===== src/rtl/frx_pkg.sv =====
package frx_pkg;

  typedef enum logic [3:0] {
    ST_HUNT, ST_SYNC, ST_VT, ST_SRC, ST_DST, ST_SEQH, ST_SEQL, ST_FLG,
    ST_LENH, ST_LENL, ST_PAY, ST_CRCH, ST_CRCL
  } rx_state_e;

  localparam logic [7:0]  SYNC_A    = 8'h4D;
  localparam logic [7:0]  SYNC_B    = 8'h4E;
  localparam logic [7:0]  ADDR_BC   = 8'hFF;
  localparam logic [3:0]  PROTO_VER = 4'h1;
  localparam logic [15:0] CRC_POLY  = 16'h1021;
  localparam logic [15:0] CRC_SEED  = 16'hFFFF;

  function automatic logic [15:0] crc_step(logic [15:0] c, logic [7:0] b);
    logic [15:0] r;
    r = c ^ {b, 8'h00};
    for (int i = 0; i < 8; i++) begin
      r = r[15] ? ((r << 1) ^ CRC_POLY) : (r << 1);
    end
    return r;
  endfunction

endpackage


===== src/rtl/frx_crc16.sv =====
module frx_crc16
  import frx_pkg::*;
(
  input  logic        clk_i,
  input  logic        rst_ni,
  input  logic        seed_i,
  input  logic        upd_i,
  input  logic [7:0]  byte_i,
  output logic [15:0] crc_o
);
  logic [15:0] crc_q;

  // seed_i restarts the sum and absorbs the current byte in one step
  always_ff @(posedge clk_i or negedge rst_ni) begin
    if (!rst_ni)     crc_q <= CRC_SEED;
    else if (seed_i) crc_q <= crc_step(CRC_SEED, byte_i);
    else if (upd_i)  crc_q <= crc_step(crc_q, byte_i);
  end

  assign crc_o = crc_q;
endmodule


===== src/rtl/frx_idle_timer.sv =====
module frx_idle_timer #(
  parameter int unsigned CNT_W = 16
) (
  input  logic             clk_i,
  input  logic             rst_ni,
  input  logic             run_i,
  input  logic             kick_i,
  input  logic [CNT_W-1:0] limit_i,
  output logic             expire_o
);
  logic [CNT_W-1:0] cnt_q;
  logic [CNT_W-1:0] cnt_inc;

  assign cnt_inc  = cnt_q + 1'b1;
  assign expire_o = run_i && !kick_i && (limit_i != '0) && (cnt_inc == limit_i);

  always_ff @(posedge clk_i or negedge rst_ni) begin
    if (!rst_ni)                cnt_q <= '0;
    else if (!run_i || kick_i)  cnt_q <= '0;
    else                        cnt_q <= cnt_inc;
  end
endmodule


===== src/rtl/sync_frame_rx.sv =====
module sync_frame_rx
  import frx_pkg::*;
#(
  parameter int unsigned MAX_LEN = 64,
  parameter int unsigned IDLE_W  = 16,
  localparam int unsigned LEN_W  = $clog2(MAX_LEN + 1)
) (
  input  logic              clk_i,
  input  logic              rst_ni,
  input  logic [7:0]        byte_i,
  input  logic              byte_vld_i,
  input  logic [7:0]        local_addr_i,
  input  logic [IDLE_W-1:0] idle_limit_i,
  output logic              hdr_vld_o,
  output logic [3:0]        ver_o,
  output logic [3:0]        type_o,
  output logic              type_unknown_o,
  output logic [7:0]        src_o,
  output logic [7:0]        dst_o,
  output logic [15:0]       seq_o,
  output logic              enc_o,
  output logic              cmp_o,
  output logic              ack_req_o,
  output logic [LEN_W-1:0]  pay_len_o,
  output logic              pay_vld_o,
  output logic [7:0]        pay_byte_o,
  output logic              pay_sop_o,
  output logic              pay_eop_o,
  output logic              frm_done_o,
  output logic              frm_good_o,
  output logic              len_err_o,
  output logic              timeout_o
);
  localparam logic [15:0] LEN_CAP = 16'(MAX_LEN);

  rx_state_e        state_q;
  logic [7:0]       vt_q, src_q, dst_q, len_hi_q, crc_hi_q;
  logic [15:0]      seq_q;
  logic [2:0]       flg_q;
  logic [LEN_W-1:0] len_q, cnt_q;
  logic             acc_q;
  logic             hdr_q, pv_q, sop_q, eop_q, done_q, good_q, lerr_q, to_q;
  logic [7:0]       pb_q;

  logic        expire, accept, crc_seed, crc_upd;
  logic [15:0] crc_run, len_full;

  assign len_full = {len_hi_q, byte_i};
  assign accept   = ((dst_q == local_addr_i) || (dst_q == ADDR_BC)) && (vt_q[7:4] == PROTO_VER);

  assign crc_seed = byte_vld_i && (byte_i == SYNC_A) && (state_q inside {ST_HUNT, ST_SYNC});
  assign crc_upd  = byte_vld_i &&
                    ((state_q == ST_SYNC && byte_i == SYNC_B) ||
                     (state_q inside {ST_VT, ST_SRC, ST_DST, ST_SEQH, ST_SEQL,
                                      ST_FLG, ST_LENH, ST_LENL, ST_PAY}));

  frx_crc16 u_crc (
    .clk_i  (clk_i),
    .rst_ni (rst_ni),
    .seed_i (crc_seed),
    .upd_i  (crc_upd),
    .byte_i (byte_i),
    .crc_o  (crc_run)
  );

  frx_idle_timer #(.CNT_W(IDLE_W)) u_idle (
    .clk_i    (clk_i),
    .rst_ni   (rst_ni),
    .run_i    (state_q != ST_HUNT),
    .kick_i   (byte_vld_i),
    .limit_i  (idle_limit_i),
    .expire_o (expire)
  );

  always_ff @(posedge clk_i or negedge rst_ni) begin
    if (!rst_ni) begin
      state_q  <= ST_HUNT;
      vt_q     <= '0;
      src_q    <= '0;
      dst_q    <= '0;
      seq_q    <= '0;
      flg_q    <= '0;
      len_hi_q <= '0;
      len_q    <= '0;
      cnt_q    <= '0;
      crc_hi_q <= '0;
      acc_q    <= 1'b0;
      hdr_q    <= 1'b0;
      pv_q     <= 1'b0;
      pb_q     <= '0;
      sop_q    <= 1'b0;
      eop_q    <= 1'b0;
      done_q   <= 1'b0;
      good_q   <= 1'b0;
      lerr_q   <= 1'b0;
      to_q     <= 1'b0;
    end else begin
      hdr_q  <= 1'b0;
      pv_q   <= 1'b0;
      sop_q  <= 1'b0;
      eop_q  <= 1'b0;
      done_q <= 1'b0;
      good_q <= 1'b0;
      lerr_q <= 1'b0;
      to_q   <= 1'b0;
      if (expire) begin
        state_q <= ST_HUNT;
        to_q    <= 1'b1;
      end else if (byte_vld_i) begin
        unique case (state_q)
          ST_HUNT: if (byte_i == SYNC_A) state_q <= ST_SYNC;
          ST_SYNC: begin
            if (byte_i == SYNC_B)      state_q <= ST_VT;
            else if (byte_i != SYNC_A) state_q <= ST_HUNT;
          end
          ST_VT:   begin vt_q  <= byte_i;        state_q <= ST_SRC;  end
          ST_SRC:  begin src_q <= byte_i;        state_q <= ST_DST;  end
          ST_DST:  begin dst_q <= byte_i;        state_q <= ST_SEQH; end
          ST_SEQH: begin seq_q[15:8] <= byte_i;  state_q <= ST_SEQL; end
          ST_SEQL: begin seq_q[7:0]  <= byte_i;  state_q <= ST_FLG;  end
          ST_FLG:  begin flg_q <= byte_i[2:0];   state_q <= ST_LENH; end
          ST_LENH: begin len_hi_q <= byte_i;     state_q <= ST_LENL; end
          ST_LENL: begin
            if (len_full > LEN_CAP) begin
              lerr_q  <= 1'b1;
              state_q <= ST_HUNT;
            end else begin
              len_q   <= LEN_W'(len_full);
              acc_q   <= accept;
              hdr_q   <= accept;
              cnt_q   <= '0;
              state_q <= (len_full == 16'd0) ? ST_CRCH : ST_PAY;
            end
          end
          ST_PAY: begin
            pv_q  <= acc_q;
            pb_q  <= byte_i;
            sop_q <= acc_q && (cnt_q == '0);
            eop_q <= acc_q && (cnt_q == len_q - 1'b1);
            cnt_q <= cnt_q + 1'b1;
            if (cnt_q == len_q - 1'b1) state_q <= ST_CRCH;
          end
          ST_CRCH: begin crc_hi_q <= byte_i; state_q <= ST_CRCL; end
          ST_CRCL: begin
            done_q  <= 1'b1;
            good_q  <= acc_q && ({crc_hi_q, byte_i} == crc_run);
            state_q <= ST_HUNT;
          end
          default: state_q <= ST_HUNT;
        endcase
      end
    end
  end

  assign hdr_vld_o      = hdr_q;
  assign ver_o          = vt_q[7:4];
  assign type_o         = vt_q[3:0];
  assign type_unknown_o = (vt_q[3:0] > 4'h8) && (vt_q[3:0] != 4'hF);
  assign src_o          = src_q;
  assign dst_o          = dst_q;
  assign seq_o          = seq_q;
  assign enc_o          = flg_q[0];
  assign cmp_o          = flg_q[1];
  assign ack_req_o      = flg_q[2];
  assign pay_len_o      = len_q;
  assign pay_vld_o      = pv_q;
  assign pay_byte_o     = pb_q;
  assign pay_sop_o      = sop_q;
  assign pay_eop_o      = eop_q;
  assign frm_done_o     = done_q;
  assign frm_good_o     = good_q;
  assign len_err_o      = lerr_q;
  assign timeout_o      = to_q;
endmodule


===== config.mk =====
export PLATFORM = sky130hd
export DESIGN_NAME = sync_frame_rx
export DESIGN_NICKNAME = d
export VERILOG_FILES = /design/src/rtl/frx_pkg.sv /design/src/rtl/frx_crc16.sv /design/src/rtl/frx_idle_timer.sv /design/src/rtl/sync_frame_rx.sv
export SDC_FILE = /design/constraint.sdc
export NUM_CORES = 1
export LEC_CHECK = 0
export BUFFER_PORTS_ARGS = -buffer_cell sky130_fd_sc_hd__buf_2
export CORE_ASPECT_RATIO = 1.4
export CORE_MARGIN = 2
export CORE_UTILIZATION = 52
export CTS_CLUSTER_SIZE = 24
export DETAILED_ROUTE_END_ITERATION = 12
export GPL_TIMING_DRIVEN = 0
export MAX_ROUTING_LAYER = met4
export PLACE_DENSITY = 0.84
export SLEW_MARGIN = 20
export SYNTH_ARGS = -nofsm -noshare
export SYNTH_HDL_FRONTEND = slang
export SYNTH_HIERARCHICAL = 1
export SYNTH_SLANG_ARGS = --single-unit

===== constraint.sdc =====
create_clock -name clk_i -period 3.4 [get_ports clk_i]
set_input_delay 0.17 -clock clk_i [delete_from_list [all_inputs] [get_ports clk_i]]
set_output_delay 0.17 -clock clk_i [all_outputs]
set_load 0.05 [all_outputs]

==> results_tabular.tex <==
\begin{tabular}{lr}
\hline
Metric & Value \\
\hline
\multicolumn{2}{l}{\textbf{Outcome}} \\
Result of the run & completed \\
\multicolumn{2}{l}{\textbf{Logic synthesis}} \\
Unique cell type count in the Yosys netlist & slightly below 80 \\
Number of warning messages in the yosys log & 6 \\
Syn\_area\_per\_cell & between 10 and 15 um\^{}2 \\
Flops \& latches, synth & 126 \\
Top FF cell, synth & sky130\_fd\_sc\_hd\_\_dfrtp\_1 \\
Part of the Yosys area used for sequential elements & roughly 46\% \\
Cells after Synth & 651 \\
Asr flop ratio synth & 100\% \\
Post-synth EDFFs & 0 \\
Synth Cell Area & 6880 um\^{}2 \\
Synthesized netlist net count & 690 \\
\multicolumn{2}{l}{\textbf{Clock network}} \\
Clock transition at the registers of the reported paths & 0.06 ns \\
Maximum level of the CTS H-tree & 4 \\
Root buf cell & sky130\_fd\_sc\_hd\_\_clkbuf\_16 \\
Clock buffer depth & 2 \\
Worst skew pair latency & 0.42 ns \\
Clk sink count & 126 \\
TritonCTS clock tree & yes \\
Number of buffers inserted during clock tree synthesis & 17 \\
\multicolumn{2}{l}{\textbf{Global routing}} \\
Maximum number of pins on one net before global-route repair & 79 \\
Number of global-route vias before repair & around 5600 \\
Overall routing resource usage & about a quarter \\
Wire length of the first global-routing pass & 28100 um \\
Number of antenna violations at the first check in global routing & 0 \\
Overflow after GRT & 0 \\
\multicolumn{2}{l}{\textbf{STA}} \\
Final-report hold violation count & 0 \\
Final cycle utilization of the critical path & 98.0\% \\
Worst hold slack after final layout & roughly 0.10 ns \\
Minimum period implied by the final worst setup slack & $\sim$3.3 ns \\
Clock skew & about 0.011 ns \\
Final setup violation count & 0 \\
Transition time of the tightest slew-check pin & about 0.77 ns \\
Fmax & $\sim$300 MHz \\
Final Slew Violations & 0 \\
Slew headroom & 48.8\% \\
Worst Slack Setup Final & 0.0683 ns \\
Unrepaired setup endpoints after global routing & true \\
\multicolumn{2}{l}{\textbf{Pwr}} \\
Design internal power & approximately 0.0044 W \\
Switching component of the power & between 0.003 and 0.004 W \\
PwrDens & approximately 940 nW/um\^{}2 \\
Portion of total power attributed to combinational logic & approximately 46\% \\
Clock group share of total power & between 20 and 25\% \\
Fraction of power spent switching nets & around 45\% \\
Leakage & $\sim$3.8 nW \\
Power share of the sequential group & between 30\% and 40\% \\
Highest ir drop seen on vdd & approximately 0.00069 V \\
\multicolumn{2}{l}{\textbf{Finish}} \\
Commonest cells after routing, fill and taps aside & 107 x sky130\_fd\_sc\_hd\_\_dfrtp\_1, 106 x sky130\_fd\_sc\_hd\_\_buf\_2, 65 x sky130\_fd\_sc\_hd\_\_mux2\_2, 57 x sky130\_fd\_sc\_hd\_\_xnor2\_1, 48 x sky130\_fd\_sc\_hd\_\_nand2\_1 \\
Post-layout net count & 818 \\
Most common cell after layout, fill and taps aside & sky130\_fd\_sc\_hd\_\_dfrtp\_1 \\
Antenna diode count & 0 \\
Area Overhead vs Synth & 22.5\% \\
Share of post-route cells with drive strength above 1 & 36.4\% \\
\multicolumn{2}{l}{\textbf{Worst setup path}} \\
Data required time at the worst endpoint & around 3.7 ns \\
Crit Path Max Fanout & 9 \\
WP data arrival & $\sim$3.6 ns \\
Classification of the worst setup path & flip-flop to flip-flop \\
Family of cells with the greatest summed delay on the critical path & simple AND/OR/NAND/NOR gates \\
Critical path capture point type & flip-flop \\
Crit path cell chain & buf\_4, nand4\_4, nor3\_2, o21ba\_2, o22ai\_1, or4\_4, nor4\_4, buf\_4, nor2b\_4, nand2\_4, nor4\_4, clkdlybuf4s15\_2, nand2\_1, o21ai\_0 \\
Critical path startpoint category & flip-flop \\
Buffering stage count on the worst path with inverters included & 3 \\
Delay of the slowest cell on the worst path & approximately 0.44 ns \\
Max stage delay cell, worst path & sky130\_fd\_sc\_hd\_\_or4\_4 \\
\multicolumn{2}{l}{\textbf{Floorplan}} \\
Number of core rows & 49 \\
Starting density of the core & 53.4\% \\
Core region area & 12900 um\^{}2 \\
Total Die Area & $\sim$14000 um\^{}2 \\
Total I/O pin count & between 100 and 150 \\
Die height & approximately 140 um \\
Width of the die & between 100 and 150 um \\
\multicolumn{2}{l}{\textbf{Placed design}} \\
Post-DP HPWL & 12100 um \\
Worst slack, placed & -0.635 ns \\
Gp weighted congestion & between 0.9 and 1 \\
Number of I/O port buffers & 101 \\
\multicolumn{2}{l}{\textbf{Drt}} \\
Via count & 5720 \\
DR WL/cell & 19.1 um \\
Number of nets with antenna violations after routing & 0 \\
Via-to-Cell Ratio & about 6.1 \\
Starting DRC count in detailed routing & between 400 and 500 \\
Final wirelength & between 15000 and 20000 um \\
Post-detailed-route DRC marker count & 0 \\
Number of detailed-route iterations in the first pass & 5 \\
\multicolumn{2}{l}{\textbf{Run}} \\
Max-cap viol count & 0 \\
\multicolumn{2}{l}{\textbf{Hold path}} \\
Type of the tightest min-delay check & input port to flip-flop \\
\hline
\end{tabular}
worst reg2reg max path, stage by stage, from the launching register on:
cell	delay (ns)
sky130_fd_sc_hd__dfrtp_1	0.34
sky130_fd_sc_hd__buf_4	0.16
sky130_fd_sc_hd__nand4_4	0.24
sky130_fd_sc_hd__nor3_2	0.43
sky130_fd_sc_hd__o21ba_2	0.18
sky130_fd_sc_hd__o22ai_1	0.08
sky130_fd_sc_hd__or4_4	0.44
sky130_fd_sc_hd__nor4_4	0.43
sky130_fd_sc_hd__buf_4	0.21
sky130_fd_sc_hd__nor2b_4	0.07
sky130_fd_sc_hd__nand2_4	0.11
sky130_fd_sc_hd__nor4_4	0.05
sky130_fd_sc_hd__clkdlybuf4s15_2	0.26
sky130_fd_sc_hd__nand2_1	0.09
sky130_fd_sc_hd__o21ai_0	0.10
registers in the layout (all words and copies together), names as in the netlist, 3 cells and up:
| signal | cells |
|---|---|
| pay_len_o | 7 |
| src_o | 8 |
| flg_q | 3 |
| u_idle/cnt_q | 16 |
| pay_byte_o | 8 |
| seq_o | 16 |
| u_crc/crc_o | 16 |
| state_q | 4 |
| dst_o | 8 |
| vt_q | 8 |
| len_hi_q | 8 |
| cnt_q | 7 |
| crc_hi_q | 8 |
layout make-up:
| type | count | area (um^2) |
|---|---|---|
| clock inverters | 14 | 97.6 |
| well taps | 153 | 191 |
| clock buffers | 18 | 439 |
| fillers | 961 | 4450 |
| repair buffers | 113 | 632 |
| multi-input cells | 471 | 3620 |
| plain buffers | 34 | 210 |
| inverters | 16 | 60.1 |
| flip-flops and latches | 126 | 3180 |
cells in the mapped netlist, drive strengths merged (3+ instances only):
library cell	instances	area, um^2
a211oi	5	37.5
a21o	5	38.8
a21oi	21	105
a22oi	3	22.5
a31oi	6	37.5
and3	5	31.3
buf	13	85.1
clkbuf	24	91.3
dfrtp	110	2750
dfstp	16	420
ha	4	50.1
inv	16	60.1
mux2	65	732
mux2i	3	30.0
nand2	53	199
nand2b	6	37.5
nand3	28	140
nand4	13	87.6
nor2	42	160
nor2b	7	43.8
nor3	15	80.1
nor3b	5	37.5
nor4	15	100
o211ai	4	30.0
o21ai	20	100
o21bai	5	37.5
o22ai	6	37.5
o31ai	4	30.0
or2	4	25.0
xnor2	62	581
xor2	26	235
power groups by stage:
stage	logic (W)	registers, W	clock network, W
5_1_grt	0.00390	0.00266	0.00171
2_1_floorplan	0.00173	0.00356	0
6_report	0.00367	0.00260	0.00163
3_5_place_dp	0.00353	0.00260	0
3_3_place_gp	0.00345	0.00258	0
4_1_cts	0.00360	0.00259	0.00164
timing repair:
item / CTS / global route
setup buffers: 4 / 5
pin swaps: 1 / 6
resized for setup: 25 / 24
cloned: 0 / 1
hold endpoints to repair: 34 / 0
setup endpoints to repair: 88 / 51
hold buffers: 1 / 0
cell families (layout without fill, tap and decap cells):
logic type / Yosys count / count (layout) / share of synthesized area, %
xor+xnor: 91 / 91 / 12.9
fa+ha+maj: 4 / 4 / 0.728
simple gates: 211 / 211 / 16.0
mux: 68 / 68 / 11.1
buf+inv: 54 / 195 / 3.91
flops: 126 / 126 / 46.1
compound gates: 97 / 97 / 9.33
stage by stage:
stage	power [W]	std cells	instance area (um^2)	TNS [ns]	util, %
floorplan	0.00529	651	6890	0	-
global placement	0.00603	905	7590	-34.31	58.9
detailed placement	0.00613	906	7620	-36.26	59.2
CTS	0.00783	940	8290	0	64.4
global route	0.00827	945	8420	-0.0884	65.4
finish	0.00790	945	8420	0	65.4
per-layer routing:
| layer | global-route usage (%) | vias up | part of all wire (%) |
|---|---|---|---|
| met5 | - | - | 0 |
| met4 | 12.2 | 0 | 4.1 |
| met3 | 5.89 | 56 | 5.7 |
| met2 | 43.5 | 233 | 52 |
| met1 | 29.9 | 2869 | 38 |
| li1 | - | 2562 | - |
worst paths after layout:
| check | depth (start not counted) | slack, ns | to | startpoint |
|---|---|---|---|---|
| max | 14 | 0.07 | pay_len_o[0] | u_idle/cnt_q[3] |
| min | 3 | 0.10 | u_crc/crc_o[9] | byte_i[4] |
| max reg2reg | 14 | 0.07 | pay_len_o[0] | u_idle/cnt_q[3] |
| min reg2reg | 2 | 0.47 | pay_byte_o[2] | pay_byte_o[2] |
| max in group asynchronous | 3 | 2.37 | u_crc/crc_o[13] | rst_ni |
| min in group asynchronous | 2 | 0.26 | dst_o[2] | rst_ni |
No activity file was read; power rests on OpenSTA's default activity.
